===== src/rtl/dma_pg_pkg.sv =====
package dma_pg_pkg;

  typedef enum logic [1:0] {
    MODE_M2IO = 2'b00,
    MODE_IO2M = 2'b01,
    MODE_M2M  = 2'b10,
    MODE_RSV  = 2'b11
  } xferMode_e;

  typedef enum logic [2:0] {
    ST_IDLE,
    ST_REQ,
    ST_GRANT,
    ST_ADDR,
    ST_STROBE,
    ST_RELEASE
  } dmaState_e;

  // control-to-datapath strobes
  typedef struct packed {
    logic      cpuOwns;   // bus belongs to the processor
    logic      capAddr;   // capture controller low address
    logic      addrEn;    // drive the address
    logic      strobeOn;  // data phase active
    xferMode_e mode;      // latched direction
  } ctlStb_t;

endpackage


===== src/rtl/dma_pg_ctrl.sv =====
module dma_pg_ctrl
  import dma_pg_pkg::*;
#(
  parameter int NUM_CH  = 4,
  parameter int LEN_W   = 4,
  parameter int MIN_LEN = 2,
  localparam int CH_W   = $clog2(NUM_CH)
) (
  input  logic              clk,
  input  logic              rstN,
  input  logic [NUM_CH-1:0] dreq,
  input  xferMode_e         xferMode,
  input  logic [LEN_W-1:0]  strobeLen,
  input  logic              holdAck,
  output logic              holdReq,
  output logic              modeErr,
  output logic [CH_W-1:0]   chSel,
  output ctlStb_t           stb
);

  dmaState_e        state;
  logic [CH_W-1:0]  pickCh;
  logic [LEN_W-1:0] effLen;
  logic [LEN_W-1:0] cnt;
  xferMode_e        modeReg;
  logic             legalMode;
  logic             anyReq;

  // fixed priority: lowest index wins
  always_comb begin
    pickCh = '0;
    for (int i = NUM_CH - 1; i >= 0; i--) begin
      if (dreq[i]) pickCh = CH_W'(i);
    end
  end

  assign anyReq    = |dreq;
  assign legalMode = (xferMode == MODE_M2IO) || (xferMode == MODE_IO2M);
  assign effLen    = (strobeLen < LEN_W'(MIN_LEN)) ? LEN_W'(MIN_LEN) : strobeLen;

  always_ff @(posedge clk or negedge rstN) begin
    if (!rstN) begin
      state   <= ST_IDLE;
      chSel   <= '0;
      modeReg <= MODE_M2IO;
      cnt     <= '0;
      modeErr <= 1'b0;
    end else begin
      modeErr <= (state == ST_IDLE) && anyReq && !legalMode;
      unique case (state)
        ST_IDLE: begin
          if (anyReq && legalMode) begin
            chSel   <= pickCh;
            modeReg <= xferMode;
            state   <= ST_REQ;
          end
        end
        ST_REQ:   state <= ST_GRANT;
        ST_GRANT: if (holdAck) state <= ST_ADDR;
        ST_ADDR: begin
          cnt   <= effLen - LEN_W'(1);
          state <= ST_STROBE;
        end
        ST_STROBE: begin
          if (cnt == '0) state <= ST_RELEASE;
          else           cnt   <= cnt - LEN_W'(1);
        end
        ST_RELEASE: state <= ST_IDLE;
        default:    state <= ST_IDLE;
      endcase
    end
  end

  assign holdReq      = (state != ST_IDLE);
  assign stb.cpuOwns  = (state == ST_IDLE);
  assign stb.capAddr  = (state == ST_GRANT) && holdAck;
  assign stb.addrEn   = (state == ST_ADDR) || (state == ST_STROBE) || (state == ST_RELEASE);
  assign stb.strobeOn = (state == ST_STROBE);
  assign stb.mode     = modeReg;

  // a data phase never lasts a single clock
  p_strobe_min_r6: assert property (@(posedge clk) disable iff (!rstN)
    $rose(stb.strobeOn) |=> stb.strobeOn);

  // the bus request only drops after the release clock
  p_hold_through_r8: assert property (@(posedge clk) disable iff (!rstN)
    $fell(holdReq) |-> $past(state == ST_RELEASE));

  // no address phase without a seen grant
  p_wait_grant_r8: assert property (@(posedge clk) disable iff (!rstN)
    (state == ST_GRANT && !holdAck) |=> !stb.addrEn);

endmodule


===== src/rtl/dma_pg_dpath.sv =====
module dma_pg_dpath
  import dma_pg_pkg::*;
#(
  parameter int NUM_CH  = 4,
  parameter int PAGE_W  = 4,
  parameter int LOW_W   = 16,
  localparam int CH_W   = $clog2(NUM_CH),
  localparam int ADDR_W = PAGE_W + LOW_W
) (
  input  logic              clk,
  input  logic              rstN,
  input  logic              cfgWrEn,
  input  logic [CH_W-1:0]   cfgIdx,
  input  logic [PAGE_W-1:0] cfgData,
  input  logic [LOW_W-1:0]  ctlAddr,
  input  ctlStb_t           stb,
  input  logic [CH_W-1:0]   chSel,
  output logic [ADDR_W-1:0] memAddr,
  output logic              addrOe,
  output logic              memRdN,
  output logic              memWrN,
  output logic              ioRdN,
  output logic              ioWrN,
  output logic [NUM_CH-1:0] dackN
);

  logic [PAGE_W-1:0] pageReg [NUM_CH];
  logic              pendValid;
  logic [CH_W-1:0]   pendIdx;
  logic [PAGE_W-1:0] pendData;
  logic [LOW_W-1:0]  lowAddr;

  always_ff @(posedge clk or negedge rstN) begin
    if (!rstN) begin
      for (int i = 0; i < NUM_CH; i++) pageReg[i] <= '0;
      pendValid <= 1'b0;
      pendIdx   <= '0;
      pendData  <= '0;
      lowAddr   <= '0;
    end else begin
      if (stb.capAddr) lowAddr <= ctlAddr;
      if (stb.cpuOwns) begin
        if (pendValid) pageReg[pendIdx] <= pendData;
        pendValid <= 1'b0;
        if (cfgWrEn) pageReg[cfgIdx] <= cfgData;   // newest write wins
      end else if (cfgWrEn) begin
        pendValid <= 1'b1;
        pendIdx   <= cfgIdx;
        pendData  <= cfgData;
      end
    end
  end

  assign addrOe  = stb.addrEn;
  assign memAddr = stb.addrEn ? {pageReg[chSel], lowAddr} : '0;

  assign memRdN = !(stb.strobeOn && stb.mode == MODE_M2IO);
  assign ioWrN  = !(stb.strobeOn && stb.mode == MODE_M2IO);
  assign ioRdN  = !(stb.strobeOn && stb.mode == MODE_IO2M);
  assign memWrN = !(stb.strobeOn && stb.mode == MODE_IO2M);

  for (genvar g = 0; g < NUM_CH; g++) begin : g_dack
    assign dackN[g] = !(stb.strobeOn && chSel == CH_W'(g));
  end

  // one acknowledge at a time
  p_dack_onehot_r7: assert property (@(posedge clk) disable iff (!rstN)
    $onehot0(~dackN));

  // direction pairs
  p_pair_rd_r3: assert property (@(posedge clk) disable iff (!rstN)
    !memRdN |-> (!ioWrN && memWrN && ioRdN && !(&dackN)));
  p_pair_wr_r3: assert property (@(posedge clk) disable iff (!rstN)
    !memWrN |-> (!ioRdN && memRdN && ioWrN && !(&dackN)));

  // address is on the bus before a strobe falls
  p_addr_first_r5: assert property (@(posedge clk) disable iff (!rstN)
    ($fell(memRdN) || $fell(memWrN)) |-> $past(addrOe));

  // address stable while driven
  p_addr_stable_r2: assert property (@(posedge clk) disable iff (!rstN)
    (addrOe && $past(addrOe)) |-> $stable(memAddr));

endmodule


===== src/rtl/dma_page_strobe.sv =====
module dma_page_strobe
  import dma_pg_pkg::*;
#(
  parameter int NUM_CH  = 4,
  parameter int PAGE_W  = 4,
  parameter int LOW_W   = 16,
  parameter int LEN_W   = 4,
  parameter int MIN_LEN = 2,
  localparam int CH_W   = $clog2(NUM_CH),
  localparam int ADDR_W = PAGE_W + LOW_W
) (
  input  logic              clk,
  input  logic              rstN,
  input  logic              cfgWrEn,
  input  logic [CH_W-1:0]   cfgIdx,
  input  logic [PAGE_W-1:0] cfgData,
  input  logic [NUM_CH-1:0] dreq,
  input  logic [1:0]        xferMode,
  input  logic [LOW_W-1:0]  ctlAddr,
  input  logic [LEN_W-1:0]  strobeLen,
  input  logic              holdAck,
  output logic              holdReq,
  output logic              modeErr,
  output logic              addrOe,
  output logic [ADDR_W-1:0] memAddr,
  output logic              memRdN,
  output logic              memWrN,
  output logic              ioRdN,
  output logic              ioWrN,
  output logic [NUM_CH-1:0] dackN
);

  ctlStb_t         stb;
  logic [CH_W-1:0] chSel;

  dma_pg_ctrl #(.NUM_CH(NUM_CH), .LEN_W(LEN_W), .MIN_LEN(MIN_LEN)) u_ctrl (
    .clk(clk), .rstN(rstN), .dreq(dreq), .xferMode(xferMode_e'(xferMode)),
    .strobeLen(strobeLen), .holdAck(holdAck), .holdReq(holdReq),
    .modeErr(modeErr), .chSel(chSel), .stb(stb)
  );

  dma_pg_dpath #(.NUM_CH(NUM_CH), .PAGE_W(PAGE_W), .LOW_W(LOW_W)) u_dpath (
    .clk(clk), .rstN(rstN), .cfgWrEn(cfgWrEn), .cfgIdx(cfgIdx), .cfgData(cfgData),
    .ctlAddr(ctlAddr), .stb(stb), .chSel(chSel), .memAddr(memAddr), .addrOe(addrOe),
    .memRdN(memRdN), .memWrN(memWrN), .ioRdN(ioRdN), .ioWrN(ioWrN), .dackN(dackN)
  );

  // processor owns a quiet bus
  p_idle_quiet_r9: assert property (@(posedge clk) disable iff (!rstN)
    !holdReq |-> (!addrOe && memRdN && memWrN && ioRdN && ioWrN && (&dackN)));

  // an illegal mode produces no bus activity
  p_err_quiet_r4: assert property (@(posedge clk) disable iff (!rstN)
    modeErr |-> (!holdReq && (&dackN) && memRdN && memWrN));

endmodule


===== config.mk =====
export PLATFORM = sky130hd
export DESIGN_NAME = dma_page_strobe
export DESIGN_NICKNAME = d
export VERILOG_FILES = /design/src/rtl/dma_pg_pkg.sv /design/src/rtl/dma_pg_ctrl.sv /design/src/rtl/dma_pg_dpath.sv /design/src/rtl/dma_page_strobe.sv
export SDC_FILE = /design/constraint.sdc
export NUM_CORES = 1
export LEC_CHECK = 0
export CAP_MARGIN = 20
export CORE_UTILIZATION = 46
export DETAILED_ROUTE_END_ITERATION = 12
export PLACE_DENSITY = 0.76
export SYNTH_ARGS = -nofsm -noshare
export SYNTH_HDL_FRONTEND = slang
export SYNTH_SLANG_ARGS = --single-unit

===== constraint.sdc =====
create_clock -name clk -period 2.1 [get_ports clk]
set_input_delay 0.42 -clock clk [delete_from_list [all_inputs] [get_ports clk]]
set_output_delay 0.42 -clock clk [all_outputs]
set_load 0.005 [all_outputs]

==> summary.md <==
| Metric | Value |
|---|---|
| Synth Warn # | 0 |
| DR iter-0 viols | 150 |
| WHS | 0.0275 ns |
| Post-Synth Simple-Gate Area | 19.1% |
| Most used cell, CP | buf_6 |
| P_leak | 1.58 nW |
| Die ar. | 5830 µm² |
| Placeable Area | 5200 µm² |
| Worst hold path class | primary input to asynchronous set/reset pin |
| Num CTS Buffers | 5 |
| Max stage delay cell, worst path | dfrtp_2 |
| Final Max Tran Viols | 0 |
| Post-Place Cells | 382 |
| Post-DP HPWL | 4.29 mm |
| Syn nets | 278 |
| Critical path endpoint category | output pin |
| Synth cell types | 39 |
| # IOs | 67 |
| Final ANT Viol Nets | 0 |
| Avg Cell Area, Syn | 10.5 µm² |
| Worst Skew | 0.00478 ns |
| Peak Freq | 484 MHz |
| Crit path max-delay family | buffers and inverters |
| Min Tclk post-route | 2.07 ns |
| # port buffers | 66 |
| CP arrival | 1.65 ns |
| Mapped Cells | 241 |
| Final setup violation count | 0 |
| Sequential Area | 1280 µm² |
| RSZ-0062 raised after global routing | yes |
| First-pass GRT wire length | 10.3 mm |
| Initial antenna violation count | 0 |
| Routed WL | 6.09 mm |
| Die Y | 76.3 µm |
| Sw frac | 33.7% |
| Worst Path Buf+Inv | 3 |
| Pwr Density | 1350 nW/µm² |
| Layout fillers | 422 |
| Power, Total | 4.89 mW |
| Max IR drop VDD | 0.699 mV |
| Worst rel slew slack | 62.3% |
| Multi-input gate area | 1210 µm² |
| Async S/R FF share, synth | 100% |
| CP max FO | 3 |
| Xor/xnor share of the synthesized area | 0.344% |
| DP Area | 3360 µm² |
| Worst-Margin Slew | 0.560 ns |
| Layout cells sized above 1 | 24.3% |
| Placer Congestion | 0.826 |
| Root Driver | clkbuf_8 |
| Primary FF master, synth | dfrtp_1 |
| Final Hold Vio Count | 0 |
| Outcome | finished, final reports clean |
| Routed WL per cell | 15.0 µm |
| Net Sw Power | 1.65 mW |
| Die X | 76.3 µm |
| Critical Path RT | 1.68 ns |
| Starting density of the core | 48.8% |
| CTS tree | yes |
| Post-synthesis mux area share | 13.7% |
| Fin area | 3620 µm² |
| GR Overflow Total | 0 |
| Sequential share of the synthesized area | 50.2% |
| Clock Sinks | 51 |
| Vias per cell | 5.42 |
| Clock power share | 16.3% |
| Synth Area in Adders | 0.492% |
| CP peak stage delay | 0.42 ns |
| Worst setup SP type | register |
| Max Root-Sink Buffers | 2 |
| Yosys reg bits | 51 |
| Gate power share | 47.6% |
| # DRC | 0 |
| Final nets | 373 |
| Final period util | 98.4% |
| Site Rows | 26 |
| H-tree depth | 2 |
| Synth Area in Compound Gates | 12.8% |
| Initial DRT Pass Iterations | 4 |
| Post-synth EDFFs | 0 |
| DR vias | 2205 |
| Clk_lat worst skew | 0.30 ns |
| Reg clk slew, reported paths | 0.09 ns |
| Largest net degree at the start of global routing | 20 |
| Final std cells w/o fill | 407 |
| Part of the power in registers | 36.1% |
| Mapped cell area | 2540 µm² |
| Max cap viols | 0 |
| Largest family of logic cells by synthesized area | simple AND/OR/NAND/NOR gates |
| Total GRT Usage | 22.5% |
| Int Power | 3.24 mW |
| Area Growth Syn to Fin | 42.3% |
| Hold_buf cts | 0 |
| N_diodes | 0 |
| CP Cell Sequence | buf_6, buf_6, mux4_2, and2_1, dlygate4sd2_1 |
| Number of global-route vias before repair | 2126 |
| Critical path type | register to output pin |
-- synth_stat cells, drive strengths merged, types with 5 or more instances --
cell type	number	area, µm²
dfrtp	51	1280
nor2	28	105
a21oi	26	130
mux2	23	259
and2	21	131
o22ai	17	106
buf	7	43.8
nand2	7	26.3
inv	6	22.5
nor3	6	51.3
clkbuf	5	18.8
nand3	5	25.0
nand3b	5	37.5
-- sequential cells by signal, indices dropped and copies added, names as in the netlist --
signal and cells:
u_ctrl.chSel 2, u_ctrl.cnt 4, u_ctrl.modeErr 1, u_ctrl.modeReg 2, u_ctrl.state 3, u_dpath.lowAddr 16
u_dpath.pageReg 16, u_dpath.pendData 4, u_dpath.pendIdx 2, u_dpath.pendValid 1
-- metal layers --
layer,vias up,track usage (%),share of wire [%]
met5,-,0,0
li1,1065,-,-
met1,1062,29.7,43
met4,0,6.54,1.2
met3,9,4.43,4.5
met2,69,37.5,51
-- cells in the final DEF (no fill, tap or decap), drive strengths merged, types with 7 or more instances in the layout --
cell type / synthesis / layout
dfrtp: 51 / 51
buf: 7 / 39
clkdlybuf4s50: 0 / 35
nor2: 28 / 28
a21oi: 26 / 26
mux2: 23 / 23
and2: 21 / 21
o22ai: 17 / 17
dlygate4sd2: 0 / 17
clkbuf: 5 / 11
nand2: 7 / 7
-- power by group through the flow --
stage | clock [mW] | combinational (mW) | sequential (mW)
2_1_floorplan | 0 | 1.30 | 1.67
3_3_place_gp | 0 | 2.05 | 1.77
3_5_place_dp | 0 | 2.10 | 1.79
4_1_cts | 0.806 | 2.21 | 1.77
5_1_grt | 0.842 | 2.55 | 1.83
6_report | 0.799 | 2.33 | 1.76
-- worst paths after layout --
path / from / to / slack (ns) / depth (start not counted)
max: u_ctrl.chSel[0]$_DFFE_PN0P_ / memAddr[19] / 0.03 / 5
min: rstN / u_dpath.lowAddr[3]$_DFFE_PN0P_ / 0.03 / 1
max reg2reg: u_ctrl.state[2]$_DFFE_PN0P_ / u_ctrl.cnt[2]$_DFFE_PN0P_ / 0.25 / 8
min reg2reg: u_dpath.lowAddr[12]$_DFFE_PN0P_ / u_dpath.lowAddr[12]$_DFFE_PN0P_ / 0.49 / 1
max in group asynchronous: rstN / u_ctrl.chSel[0]$_DFFE_PN0P_ / 1.47 / 2
min in group clk: u_dpath.lowAddr[12]$_DFFE_PN0P_ / u_dpath.lowAddr[12]$_DFFE_PN0P_ / 0.49 / 1
-- cell type report --
class	instances	area share, %
tap	70	2.42
timing repair buffer	100	24.4
clock inverter	2	1.66
sequential	51	35.3
multi-input combinational	172	33.5
inverter	6	0.692
clock buffer	6	2.01
-- per-stage QoR --
stage | util [%] | setup TNS (ns) | worst slack, ns
2_1_floorplan | - | 0 | 0.184
3_3_place_gp | 64.6 | 0 | 0.0438
3_5_place_dp | 64.6 | 0 | 0.0308
4_1_cts | 68.7 | -0.176 | -0.170
5_1_grt | 69.5 | -0.0518 | -0.0134
6_report | 69.5 | 0 | 0.0328
-- timing repair --
action	4_1_cts	5_1_grt
gates cloned	2	0
endpoints found under the hold margin	0	0
setup buffers	8	8
endpoints found under the setup margin	29	19
gates resized for setup	60	13
pin swaps	4	3
-- logic make-up (layout without fill, tap and decap cells) --
logic type / count (synthesis) / count (layout)
AND/OR/NAND/NOR: 88 / 88
AO/OA/AOI/OAI: 55 / 55
flip-flops: 51 / 51
multiplexers: 27 / 27
buffers and inverters: 18 / 114
adder cells (fa/ha/maj): 1 / 1
XOR/XNOR: 1 / 1
(Power assumes the default switching activity.)
